`src/rtl/pwm_pkg.sv`:
```
`timescale 1ns/1ps
package pwm_pkg;
  // register byte offsets
  localparam int OFF_CTRL = 'h00;
  localparam int OFF_STAT = 'h04;
  localparam int OFF_SAMP = 'h0C;
  localparam int OFF_PER  = 'h10;

  // control word bit positions
  localparam int B_RUN    = 0;
  localparam int B_SRST   = 3;
  localparam int B_DIV_LO = 4;
  localparam int B_SRC_LO = 16;
  localparam int B_INV    = 18;
  localparam int B_LP_LO  = 22;

  // status word bit positions
  localparam int B_OVF    = 4;

  typedef enum logic [1:0] {
    SRC_NONE = 2'b00,
    SRC_A    = 2'b01,
    SRC_B    = 2'b10,
    SRC_OFF  = 2'b11
  } src_sel_e;
endpackage

```
`src/rtl/pwm_sample_fifo.sv`:
```
`timescale 1ns/1ps
module pwm_sample_fifo #(
  parameter int DW    = 16,
  parameter int DEPTH = 4,
  parameter int LW    = $clog2(DEPTH + 1)
) (
  input  logic          clk,
  input  logic          rst_n,
  input  logic          clear,
  input  logic          push,
  input  logic [DW-1:0] din,
  input  logic          pop,
  output logic [DW-1:0] head,
  output logic [LW-1:0] level,
  output logic          has_data,
  output logic          push_ok
);
  localparam int PW = (DEPTH > 1) ? $clog2(DEPTH) : 1;
  localparam logic [LW-1:0] FULL_LVL = LW'(DEPTH);

  logic [DW-1:0] mem [DEPTH];
  logic [PW-1:0] wr_ptr, rd_ptr;
  logic          pop_ok;

  function automatic logic [PW-1:0] ptr_next(input logic [PW-1:0] p);
    return (p == PW'(DEPTH - 1)) ? '0 : p + PW'(1);
  endfunction

  assign has_data = (level != '0);
  assign pop_ok   = pop && has_data;
  // a pop in the same cycle frees a slot for the push
  assign push_ok  = push && ((level != FULL_LVL) || pop_ok);
  assign head     = mem[rd_ptr];

  always_ff @(posedge clk) begin
    if (push_ok && !clear) mem[wr_ptr] <= din;
  end

  always_ff @(posedge clk or negedge rst_n) begin
    if (!rst_n) begin
      wr_ptr <= '0;
      rd_ptr <= '0;
      level  <= '0;
    end else if (clear) begin
      wr_ptr <= '0;
      rd_ptr <= '0;
      level  <= '0;
    end else begin
      if (push_ok) wr_ptr <= ptr_next(wr_ptr);
      if (pop_ok)  rd_ptr <= ptr_next(rd_ptr);
      case ({push_ok, pop_ok})
        2'b10:   level <= level + LW'(1);
        2'b01:   level <= level - LW'(1);
        default: level <= level;
      endcase
    end
  end
endmodule

```
`src/rtl/pwm_prescaler.sv`:
```
`timescale 1ns/1ps
module pwm_prescaler #(
  parameter int DIV_W = 12
) (
  input  logic             clk,
  input  logic             rst_n,
  input  logic             restart,
  input  logic             run,
  input  logic             src_tick,
  input  logic [DIV_W-1:0] div_m1,
  output logic             tick
);
  logic [DIV_W-1:0] pcnt_q;

  // >= keeps the divider bounded if the ratio shrinks mid-count
  function automatic logic at_limit(input logic [DIV_W-1:0] c,
                                    input logic [DIV_W-1:0] lim);
    return c >= lim;
  endfunction

  assign tick = run && !restart && src_tick && at_limit(pcnt_q, div_m1);

  always_ff @(posedge clk or negedge rst_n) begin
    if (!rst_n)                 pcnt_q <= '0;
    else if (restart || !run)   pcnt_q <= '0;
    else if (src_tick) begin
      if (at_limit(pcnt_q, div_m1)) pcnt_q <= '0;
      else                          pcnt_q <= pcnt_q + DIV_W'(1);
    end
  end
endmodule

```
`src/rtl/pwm_period_core.sv`:
```
`timescale 1ns/1ps
module pwm_period_core #(
  parameter int CW = 16
) (
  input  logic          clk,
  input  logic          rst_n,
  input  logic          clear,
  input  logic          start,
  input  logic          run,
  input  logic          tick,
  input  logic [CW-1:0] period,
  input  logic          fifo_has,
  input  logic [CW-1:0] fifo_head,
  output logic          pop,
  output logic          rollover,
  output logic [CW:0]   cnt,
  output logic [CW-1:0] cmp,
  output logic          active
);
  // last count value of a period: period register plus one
  function automatic logic [CW:0] last_count(input logic [CW-1:0] p);
    return {1'b0, p} + (CW+1)'(1);
  endfunction

  function automatic logic duty_on(input logic [CW:0] c, input logic [CW-1:0] s);
    return c < {1'b0, s};
  endfunction

  assign rollover = run && tick && !clear && (cnt >= last_count(period));
  assign pop      = (start || rollover) && fifo_has && !clear;
  assign active   = duty_on(cnt, cmp);

  always_ff @(posedge clk or negedge rst_n) begin
    if (!rst_n) begin
      cnt <= '0;
      cmp <= '0;
    end else if (clear) begin
      cnt <= '0;
      cmp <= '0;
    end else begin
      if (pop) cmp <= fifo_head;
      if (start || !run || rollover) cnt <= '0;
      else if (tick)                 cnt <= cnt + (CW+1)'(1);
    end
  end
endmodule

```
`src/rtl/pwm_fifo_gen.sv`:
```
`timescale 1ns/1ps
module pwm_fifo_gen #(
  parameter int PRE_W      = 12,
  parameter int PER_W      = 16,
  parameter int DEPTH      = 4,
  parameter int SWR_CYCLES = 4,
  parameter int AW         = 5
) (
  input  logic          clk,
  input  logic          rst_n,
  input  logic          reg_wr,
  input  logic [AW-1:0] reg_addr,
  input  logic [31:0]   reg_wdata,
  output logic [31:0]   reg_rdata,
  input  logic          tick_a,
  input  logic          tick_b,
  output logic          pwm_out
);
  import pwm_pkg::*;

  localparam int LVL_W = $clog2(DEPTH + 1);
  localparam int SWC_W = $clog2(SWR_CYCLES + 1);

  // register state
  logic             en_q, inv_q, ovf_q, swr_busy;
  logic [PRE_W-1:0] div_q;
  logic [1:0]       sel_q;
  logic [2:0]       lp_q;
  logic [PER_W-1:0] period_q;
  logic [SWC_W-1:0] swr_cnt;

  // named internal events
  logic wr_ctrl, wr_stat, wr_samp, wr_per;
  logic start_ev, soft_clear, push_req, push_ok, pop_ev, rollover, wr_drop;
  logic src_tick, pre_tick, fifo_has, duty_active;
  logic [LVL_W-1:0] fifo_level;
  logic [PER_W-1:0] fifo_head, cmp_q;
  logic [PER_W:0]   cnt_q;

  logic unused_wbits;
  assign unused_wbits = &{1'b0, reg_wdata[31:25], reg_wdata[21:19]};

  assign wr_ctrl = reg_wr && !swr_busy && (reg_addr == AW'(OFF_CTRL));
  assign wr_stat = reg_wr && !swr_busy && (reg_addr == AW'(OFF_STAT));
  assign wr_samp = reg_wr && !swr_busy && (reg_addr == AW'(OFF_SAMP));
  assign wr_per  = reg_wr && !swr_busy && (reg_addr == AW'(OFF_PER));

  assign start_ev   = wr_ctrl && !reg_wdata[B_SRST] && reg_wdata[B_RUN] && !en_q;
  assign soft_clear = swr_busy && (swr_cnt == '0);
  assign push_req   = wr_samp;
  assign wr_drop    = push_req && !push_ok;

  always_comb begin
    case (src_sel_e'(sel_q))
      SRC_A:   src_tick = tick_a;
      SRC_B:   src_tick = tick_b;
      default: src_tick = 1'b0;
    endcase
  end

  pwm_prescaler #(.DIV_W(PRE_W)) u_pre (
    .clk(clk), .rst_n(rst_n),
    .restart(start_ev || soft_clear),
    .run(en_q), .src_tick(src_tick), .div_m1(div_q), .tick(pre_tick)
  );

  pwm_sample_fifo #(.DW(PER_W), .DEPTH(DEPTH), .LW(LVL_W)) u_fifo (
    .clk(clk), .rst_n(rst_n), .clear(soft_clear),
    .push(push_req), .din(reg_wdata[PER_W-1:0]), .pop(pop_ev),
    .head(fifo_head), .level(fifo_level), .has_data(fifo_has), .push_ok(push_ok)
  );

  pwm_period_core #(.CW(PER_W)) u_core (
    .clk(clk), .rst_n(rst_n), .clear(soft_clear), .start(start_ev),
    .run(en_q), .tick(pre_tick), .period(period_q),
    .fifo_has(fifo_has), .fifo_head(fifo_head),
    .pop(pop_ev), .rollover(rollover), .cnt(cnt_q), .cmp(cmp_q),
    .active(duty_active)
  );

  assign pwm_out = en_q ? (duty_active ^ inv_q) : inv_q;

  // control, period and software reset
  always_ff @(posedge clk or negedge rst_n) begin
    if (!rst_n) begin
      en_q <= 1'b0; inv_q <= 1'b0; div_q <= '0; sel_q <= '0; lp_q <= '0;
      period_q <= '0; swr_busy <= 1'b0; swr_cnt <= '0;
    end else if (soft_clear) begin
      en_q <= 1'b0; inv_q <= 1'b0; div_q <= '0; sel_q <= '0; lp_q <= '0;
      period_q <= '0; swr_busy <= 1'b0; swr_cnt <= '0;
    end else begin
      if (swr_busy) swr_cnt <= swr_cnt - SWC_W'(1);
      if (wr_ctrl) begin
        if (reg_wdata[B_SRST]) begin
          swr_busy <= 1'b1;
          swr_cnt  <= SWC_W'(SWR_CYCLES - 1);
        end else begin
          en_q  <= reg_wdata[B_RUN];
          div_q <= reg_wdata[B_DIV_LO +: PRE_W];
          sel_q <= reg_wdata[B_SRC_LO +: 2];
          inv_q <= reg_wdata[B_INV];
          lp_q  <= reg_wdata[B_LP_LO +: 3];
        end
      end
      if (wr_per) period_q <= reg_wdata[PER_W-1:0];
    end
  end

  // sticky overflow flag, set has priority over write-one-to-clear
  always_ff @(posedge clk or negedge rst_n) begin
    if (!rst_n)                          ovf_q <= 1'b0;
    else if (soft_clear)                 ovf_q <= 1'b0;
    else if (wr_drop)                    ovf_q <= 1'b1;
    else if (wr_stat && reg_wdata[B_OVF]) ovf_q <= 1'b0;
  end

  always_comb begin
    reg_rdata = '0;
    if (reg_addr == AW'(OFF_CTRL)) begin
      reg_rdata[B_RUN]             = en_q;
      reg_rdata[B_SRST]            = swr_busy;
      reg_rdata[B_DIV_LO +: PRE_W] = div_q;
      reg_rdata[B_SRC_LO +: 2]     = sel_q;
      reg_rdata[B_INV]             = inv_q;
      reg_rdata[B_LP_LO +: 3]      = lp_q;
    end else if (reg_addr == AW'(OFF_STAT)) begin
      reg_rdata[LVL_W-1:0] = fifo_level;
      reg_rdata[B_OVF]     = ovf_q;
    end else if (reg_addr == AW'(OFF_SAMP)) begin
      reg_rdata[PER_W-1:0] = cmp_q;
    end else if (reg_addr == AW'(OFF_PER)) begin
      reg_rdata[PER_W-1:0] = period_q;
    end
  end
endmodule

```
`config.mk`:
```
export PLATFORM = sky130hd
export DESIGN_NAME = pwm_fifo_gen
export DESIGN_NICKNAME = d
export VERILOG_FILES = /design/src/rtl/pwm_pkg.sv /design/src/rtl/pwm_sample_fifo.sv /design/src/rtl/pwm_prescaler.sv /design/src/rtl/pwm_period_core.sv /design/src/rtl/pwm_fifo_gen.sv
export SDC_FILE = /design/constraint.sdc
export NUM_CORES = 1
export LEC_CHECK = 0
export CAP_MARGIN = 0
export CORE_AREA = 2 2 149 151
export CTS_CLUSTER_DIAMETER = 100
export DETAILED_ROUTE_END_ITERATION = 8
export DIE_AREA = 0 0 151 153
export DONT_BUFFER_PORTS = 1
export GPL_ROUTABILITY_DRIVEN = 0
export PLACE_DENSITY = 0.51
export SLEW_MARGIN = 20
export SYNTH_ARGS = -nofsm -noshare
export SYNTH_HDL_FRONTEND = slang
export SYNTH_SLANG_ARGS = --single-unit
```
`constraint.sdc`:
```
create_clock -name clk -period 6 [get_ports clk]
set_clock_uncertainty 0.05 [all_clocks]
set_input_delay 0 -clock clk [delete_from_list [all_inputs] [get_ports clk]]
set_output_delay 0 -clock clk [all_outputs]
set_load 0.02 [all_outputs]
```
# Word level (Yosys, flattened, before mapping)
# Memory sizes are Yosys's and may differ from the RTL's.
# Cells that the tools add are included.
# op_classes
addsub	8
magnitude_cmp	3
n_eq_ne	11
n_mux	58
bitwise	1
n_reduce_logical	49
# op_table
cell	n
$mux W16	6
$mux W12	6
$mux W17	3
$mux W3	11
$logic_and A1 B1 Y1	22
$mux W2	10
$mux W1	18
$add A16 B1 Y17 const B	1
$add A17 B1 Y17 const B	1
$ge A17 B17 Y1	1
$lt A17 B16 Y1	1
$reduce_bool A2 Y1	7
$mux W13	1
$add A12 B1 Y12 const B	1
$ge A12 B12 Y1	1
$reduce_bool A3 Y1	4
$mux W11	1
$eq A2 B2 Y1 const B	4
$logic_not A1 Y1	6
$logic_or A1 B1 Y1	6
$pmux W3 S2	1
$sub A3 B1 Y3 const B	2
$eq A5 B3 Y1 const B	1
$eq A5 B4 Y1 const B	1
11 further kinds	14
# word_totals
register_bits	92
ramBits	64
input_bits	42
output_inout_bits	33
wordCells	146
memories	1
# mem_list
name	words	width	rd	rd_clocked_by_memory_dff	write_ports	line_no	rtl
u_fifo.mem	4	16	1	0	1	pwm_sample_fifo.sv:21	logic [DW-1:0] mem [DEPTH];

# Depth between registers and ports, before layout
# depth
depth_word	24
mapped_depth	19
mapped_depth_nobuf	18

# Modules after synthesis
# A second synthesis with hierarchy kept.
# unflattened
cells_unflattened	855
area_unflattened_um2	9142.5
# by_module_without_submodules
mod	n_inst	cells_per_inst	area_each_um2	seq_area_each_um2
pwm_sample_fifo	1	147	2902.8	2097.0
pwm_period_core	1	314	2752.6	825.8
pwm_fifo_gen	1	277	2491.1	1001.0
pwm_prescaler	1	117	996.0	300.3

# Least setup slack after synthesis
# No wires, ideal clock.
# synth_path
kind	reg2reg
start	reg period_q[2]
end	reg u_fifo.level[2]
setup_time_ns	0.124
arrival_ns	3.609
t_required_ns	5.826
setup_slack_ns	2.217
stages_incl_launch_ff	18
path_buffers	1
period_less_slack_ns	3.783
cell_sequence	dfrtp_1 -> and3_1 -> and2_1 -> nand4_1 -> nor4_1 -> xnor2_1 -> ha_1 -> and4_1 -> a221oi_1 -> o21ai_1 -> a21oi_4 -> a21o_1 -> clkbuf_1 -> nor2_1 -> fa_1 -> nand2_1 -> a211oi_1 -> a211o_1
# synth_via
elab_chain_len	12
word_cells_on_any_way	14
cone_classes	add/sub (1); order compare (1); eq/ne (2); mux (2); reduce/logical (8)
# synth_rtl
item	line_no	rtl
from (decl)	pwm_fifo_gen.sv:29	logic [PER_W-1:0] period_q;
from (signal assigned)	pwm_fifo_gen.sv:105	if (wr_per) period_q <= reg_wdata[PER_W-1:0];
$add A16 B1 Y17 (*)	pwm_period_core.sv:22	return {1'b0, p} + (CW+1)'(1);
$ge A17 B17 Y1 (*)	pwm_period_core.sv:29	assign rollover = run && tick && !clear && (cnt >= last_count(period));
$logic_and A1 B1 Y1 (*)	pwm_period_core.sv:29	
$logic_or A1 B1 Y1 (*)	pwm_period_core.sv:30	assign pop = (start || rollover) && fifo_has && !clear;
$logic_and A1 B1 Y1 (*) (2 in series)	pwm_period_core.sv:30	
$logic_and A1 B1 Y1 (*)	pwm_sample_fifo.sv:30	assign pop_ok = pop && has_data;
$logic_or A1 B1 Y1	pwm_sample_fifo.sv:32	assign push_ok = push && ((level != FULL_LVL) || pop_ok);
$logic_and A1 B1 Y1	pwm_sample_fifo.sv:32	
$eq A2 B1 Y1 or $eq A2 B2 Y1 (tied branches)	pwm_sample_fifo.sv:51	case ({push_ok, pop_ok})
$pmux W3 S2	pwm_sample_fifo.sv:51	
$mux W3	pwm_sample_fifo.sv:44	end else if (clear) begin
to (signal assigned)	pwm_sample_fifo.sv:52	2'b10: level <= level + LW'(1);
to (signal assigned)	pwm_sample_fifo.sv:53	2'b01: level <= level - LW'(1);
to (signal assigned)	pwm_sample_fifo.sv:54	default: level <= level;
to (decl)	pwm_sample_fifo.sv:14	output logic [LW-1:0] level,
# Mark *: on every way between the ends. The rest lies on a longest branch, timed or not.
# A chain may end at the register's enable or synchronous reset.

# Final worst setup path
# layout_path
start	reg period_q[2]
end	mem u_fifo.mem[3][4] (enable)
# layout_via
elab_chain_len	12
# layout_rtl
item	line_no	rtl
$add A16 B1 Y17	pwm_period_core.sv:22	
$ge A17 B17 Y1	pwm_period_core.sv:29	
$logic_and A1 B1 Y1	pwm_period_core.sv:29	
$logic_or A1 B1 Y1	pwm_period_core.sv:30	
$logic_and A1 B1 Y1 (2 in series)	pwm_period_core.sv:30	
$logic_and A1 B1 Y1	pwm_sample_fifo.sv:30	
$logic_or A1 B1 Y1	pwm_sample_fifo.sv:32	
$logic_and A1 B1 Y1	pwm_sample_fifo.sv:32	
$logic_and A1 B1 Y1	pwm_sample_fifo.sv:36	if (push_ok && !clear) mem[wr_ptr] <= din;
$mux W1	pwm_sample_fifo.sv:36	
$mux W1 (implied by the code)	pwm_sample_fifo.sv:36	
to (decl)	pwm_sample_fifo.sv:21	
# Every way passes these cells.

==> flow_results.xml <==
<?xml version="1.0" encoding="UTF-8"?>
<metrics>
  <group name="global_routing">
    <metric name="grt_antenna_before_repair" unit="">1</metric>
    <metric name="globalRoute.totalOverflow" unit="">0</metric>
    <metric name="grt_usage" unit="">0.202</metric>
    <metric name="grt_first_pass_wirelength" unit="mm">35.2</metric>
    <metric name="pin_count_of_the_biggest_net_entering_global_routing" unit="">93</metric>
    <metric name="grt_pass1_vias" unit="">6308</metric>
  </group>
  <group name="worst_setup_path">
    <metric name="r2r_slack" unit="ns">1.55</metric>
    <metric name="timing.critical_path.buf_inv" unit="">1</metric>
    <metric name="endpoint" unit="">u_fifo.mem[3][4]</metric>
    <metric name="cpLargestDelayFamily" unit="">simple AND/OR/NAND/NOR gates</metric>
    <metric name="crit_path_class" unit="">reg -&gt; reg</metric>
    <metric name="path_max_fanout" unit="">16</metric>
    <metric name="cp.arrival" unit="ns">4.45</metric>
    <metric name="crit_path_top_delay_cell" unit="">and2_1</metric>
    <metric name="slowest_delay" unit="ns">0.74</metric>
    <metric name="critical_path.cell_chain" unit="">and3_1 -&gt; and2_1 -&gt; nand4_1 -&gt; nor2_1 -&gt; nand3_1 -&gt; xor2_1 -&gt; ha_1 -&gt; and4_1 -&gt; o211ai_1 -&gt; o21ai_1 -&gt; a21oi_4 -&gt; a31oi_1 -&gt; buf_4 -&gt; and2_1</metric>
    <metric name="regToRegStartpoint" unit="">period_q[2]</metric>
    <metric name="critical-path-top-cell-by-count" unit="">and2_1</metric>
    <metric name="crit_path_start" unit="">period_q[2]</metric>
    <metric name="rr_endpoint" unit="">u_fifo.mem[3][4]</metric>
    <metric name="cp-start-kind" unit="">register</metric>
    <metric name="worst-r2r-cell-count" unit="">14</metric>
    <metric name="timing.critical_path.depth" unit="">14</metric>
    <metric name="timing.critical_path.required" unit="ns">6.00</metric>
    <metric name="endpoint_kind" unit="">register</metric>
  </group>
  <group name="final_layout">
    <metric name="post_route_cells_drive_above_1_share" unit="">0.0802</metric>
    <metric name="synthToLayoutAreaGrowth" unit="%">13.6</metric>
    <metric name="n_fill_cell" unit="">2038</metric>
    <metric name="final_common_cell" unit="">nand2_1</metric>
    <metric name="nNetsFinal" unit="">934</metric>
    <metric name="sequential_cell_area" unit="um^2">4230</metric>
    <metric name="multi_input_comb_area" unit="um^2">3750</metric>
    <metric name="most-common-layout-cells" unit="">106 x nand2_1, 91 x dfrtp_1, 77 x inv_1</metric>
  </group>
  <group name="drt">
    <metric name="antenna_left" unit="">0</metric>
    <metric name="via_per_inst" unit="">5.44</metric>
    <metric name="drt_iter0_drc" unit="">554</metric>
    <metric name="detail_route.wirelength" unit="mm">21.9</metric>
    <metric name="num_vias" unit="">6152</metric>
    <metric name="drcViolationCount" unit="">0</metric>
    <metric name="detail_route.first_pass.iterations" unit="">5</metric>
    <metric name="route.detailed.wl_per_inst" unit="um">19.3</metric>
  </group>
  <group name="cts">
    <metric name="cts_tree" unit="">yes</metric>
    <metric name="worst_setup_hold_path_clk_slew" unit="ns">0.07</metric>
    <metric name="number_of_clock_sinks" unit="">156</metric>
    <metric name="postCtsHoldBufs" unit="">28</metric>
    <metric name="clkLatencyLatePin" unit="ns">0.43</metric>
    <metric name="clockBufferDepth" unit="">2</metric>
    <metric name="cts.htree.levels" unit="">4</metric>
    <metric name="root_buffer" unit="">clkbuf_16</metric>
    <metric name="postCtsSetupRepairBufs" unit="">0</metric>
    <metric name="cts_made_buffers" unit="">17</metric>
    <metric name="cts_resized" unit="">0</metric>
  </group>
  <group name="yosys">
    <metric name="synth_top_cell_area_share" unit="">0.273</metric>
    <metric name="yosysWarnings" unit="">0</metric>
    <metric name="synthArstFlopShare" unit="">0.590</metric>
    <metric name="synth_top_flop_cell" unit="">dfrtp_1</metric>
    <metric name="syn-instance-count" unit="">816</metric>
    <metric name="total_standard_cell_area_after_synthesis" unit="um^2">8440</metric>
    <metric name="syn-mean-instance-area" unit="um^2">10.3</metric>
    <metric name="synth_top_cells_by_area" unit="">dfrtp_1 27%, edfxtp_1 23%, ha_1 8.3%</metric>
    <metric name="synth_edf_count" unit="">64</metric>
    <metric name="synth-seq-cells" unit="">156</metric>
    <metric name="synth_area_leader_cell" unit="">dfrtp_1</metric>
    <metric name="synth.lib_cells_used.distinct" unit="">59</metric>
    <metric name="proportion_of_synthesized_chip_area_in_sequential_cells" unit="">0.500</metric>
  </group>
  <group name="sta">
    <metric name="min_period_over_period" unit="">0.741</metric>
    <metric name="whs" unit="ns">0.0498</metric>
    <metric name="clock.fmax" unit="MHz">225</metric>
    <metric name="final-max-slew-violation-count" unit="">0</metric>
    <metric name="setup_total_negative_slack" unit="ns">0</metric>
    <metric name="slew_headroom" unit="">0.250</metric>
    <metric name="finalWorstPathRequiredPeriod" unit="ns">4.45</metric>
    <metric name="setup_repair_after_global_routing_missed_its_margin" unit="">no</metric>
    <metric name="timing_worst_slew_pin_value" unit="ns">1.12</metric>
    <metric name="hold_viol_final" unit="">0</metric>
    <metric name="setup-violations-final" unit="">0</metric>
  </group>
  <group name="min_path">
    <metric name="class_of_the_tightest_hold_or_removal_check" unit="">in -&gt; reg</metric>
    <metric name="worst_min_delay_path_startpoint" unit="">reg_wdata[0]</metric>
  </group>
  <group name="power_and_ir_drop">
    <metric name="combinationalPowerShare" unit="">0.190</metric>
    <metric name="total_leakage_power" unit="nW">3.86</metric>
    <metric name="p_sw" unit="mW">0.982</metric>
    <metric name="intPower" unit="mW">2.07</metric>
    <metric name="power_density_over_the_cells" unit="nW/um^2">318</metric>
    <metric name="seq_power_share" unit="">0.455</metric>
    <metric name="clkPwrFrac" unit="">0.355</metric>
    <metric name="swShare" unit="">0.322</metric>
    <metric name="vdd_ir_drop_max" unit="mV">0.213</metric>
    <metric name="power" unit="mW">3.05</metric>
  </group>
  <group name="flow_run">
    <metric name="cap_violations" unit="">0</metric>
  </group>
  <group name="place">
    <metric name="dp_hpwl" unit="mm">15.2</metric>
    <metric name="io_buffer_count" unit="">0</metric>
  </group>
  <group name="floorplan">
    <metric name="core_area" unit="um^2">21500</metric>
    <metric name="die-width" unit="um">151</metric>
    <metric name="die_h" unit="um">153</metric>
    <metric name="floorplan.initialDensity" unit="">0.393</metric>
    <metric name="ios" unit="">75</metric>
    <metric name="fp-row-count" unit="">54</metric>
    <metric name="die_area" unit="um^2">23100</metric>
  </group>
  <group name="status">
    <metric name="run_status" unit="">completed</metric>
  </group>
</metrics>
[how the worst min path moves through the flow]
| stage | endpoint | slack, ns | cells past startpoint |
|---|---|---|---|
| 2_1_floorplan | div_q[0] | -0.35 | 0 |
| 3_3_place_gp | u_fifo.rd_ptr[0] | -0.34 | 0 |
| 3_5_place_dp | u_core.cnt[7] | -0.34 | 0 |
| 4_1_cts | ovf_q | 0.04 | 4 |
| 5_1_grt | ovf_q | 0.08 | 4 |
| 6_report | ovf_q | 0.05 | 4 |
[through the flow]
stage               cells  worst slack (ns)  utilization  area [um^2]
global placement     1066              1.63        0.403         8670
CTS                  1127              1.57        0.445         9570
floorplan             825              2.22            -         8480
finish               1131              1.55        0.446         9590
detailed placement   1067              1.60        0.404         8670
global route         1130              1.10        0.446         9590
[cell usage after synthesis (3+ instances only)]
cell,number
nand3b_1,4
a21o_1,7
nor3_1,9
a222oi_1,12
a221oi_1,3
nor4_1,3
a21oi_1,59
nand2b_1,8
ha_1,56
mux2i_1,3
edfxtp_1,64
xnor2_1,15
o31ai_1,6
dfrtp_1,92
clkbuf_1,30
nand4_1,8
buf_4,11
and3_1,11
or3_1,6
a22oi_1,4
nand2_1,106
a211oi_1,6
inv_1,77
o21ai_0,50
and2_1,11
nand3_1,42
nor2_1,42
o211ai_1,5
mux4_2,16
xor2_1,11
[power groups by stage]
stage / combinational (mW) / sequential (mW) / clock, mW
floorplan: 0.468 / 1.33 / 0
global placement: 0.519 / 1.40 / 0
detailed placement: 0.534 / 1.41 / 0
CTS: 0.578 / 1.39 / 1.10
global route: 0.661 / 1.41 / 1.15
finish: 0.578 / 1.39 / 1.08
[sequential cells by signal (all words and copies together) (netlist names)]
name / cells
u_core.cnt: 17
lp_q: 3
div_q: 12
swr_busy: 1
u_fifo.level: 3
swr_cnt: 3
u_pre.pcnt_q: 12
u_fifo.wr_ptr: 2
period_q: 16
u_core.cmp: 16
u_fifo.mem: 64
inv_q: 1
u_fifo.rd_ptr: 2
en_q: 1
sel_q: 2
ovf_q: 1
[cell type report]
cell class / count / share of cell area
well taps: 280 / 0.0365
diodes: 3 / 0.000783
flip-flops and latches: 156 / 0.441
repair buffers: 37 / 0.0385
multi-input cells: 546 / 0.391
clock inverters: 15 / 0.0181
clock buffers: 17 / 0.0444
inverters: 77 / 0.0301
[worst min-delay path: cells and delay by family]
family / cells / cell delay [ns]
AND/OR/NAND/NOR: 2 / 0.31
AO/OA/AOI/OAI: 2 / 0.17
[logic make-up after synthesis]
logic type | share of synthesized area
and+or+nand+nor | 0.153
AOI/OAI and AO/OA | 0.126
DFF | 0.500
adders and majority gates | 0.0854
xor gates and xnor gates | 0.0270
other | 0.000444
buffers and inverters | 0.0615
muxes | 0.0462
[per-layer routing]
metal	up-vias	track usage	wire, um
met1	3027	0.270	9710
met3	37	0.0304	955
met5	-	0	0
met2	161	0.332	10600
met4	0	0.0779	599
li1	2927	-	-
Note: power is estimated with default switching activity, not from simulation.
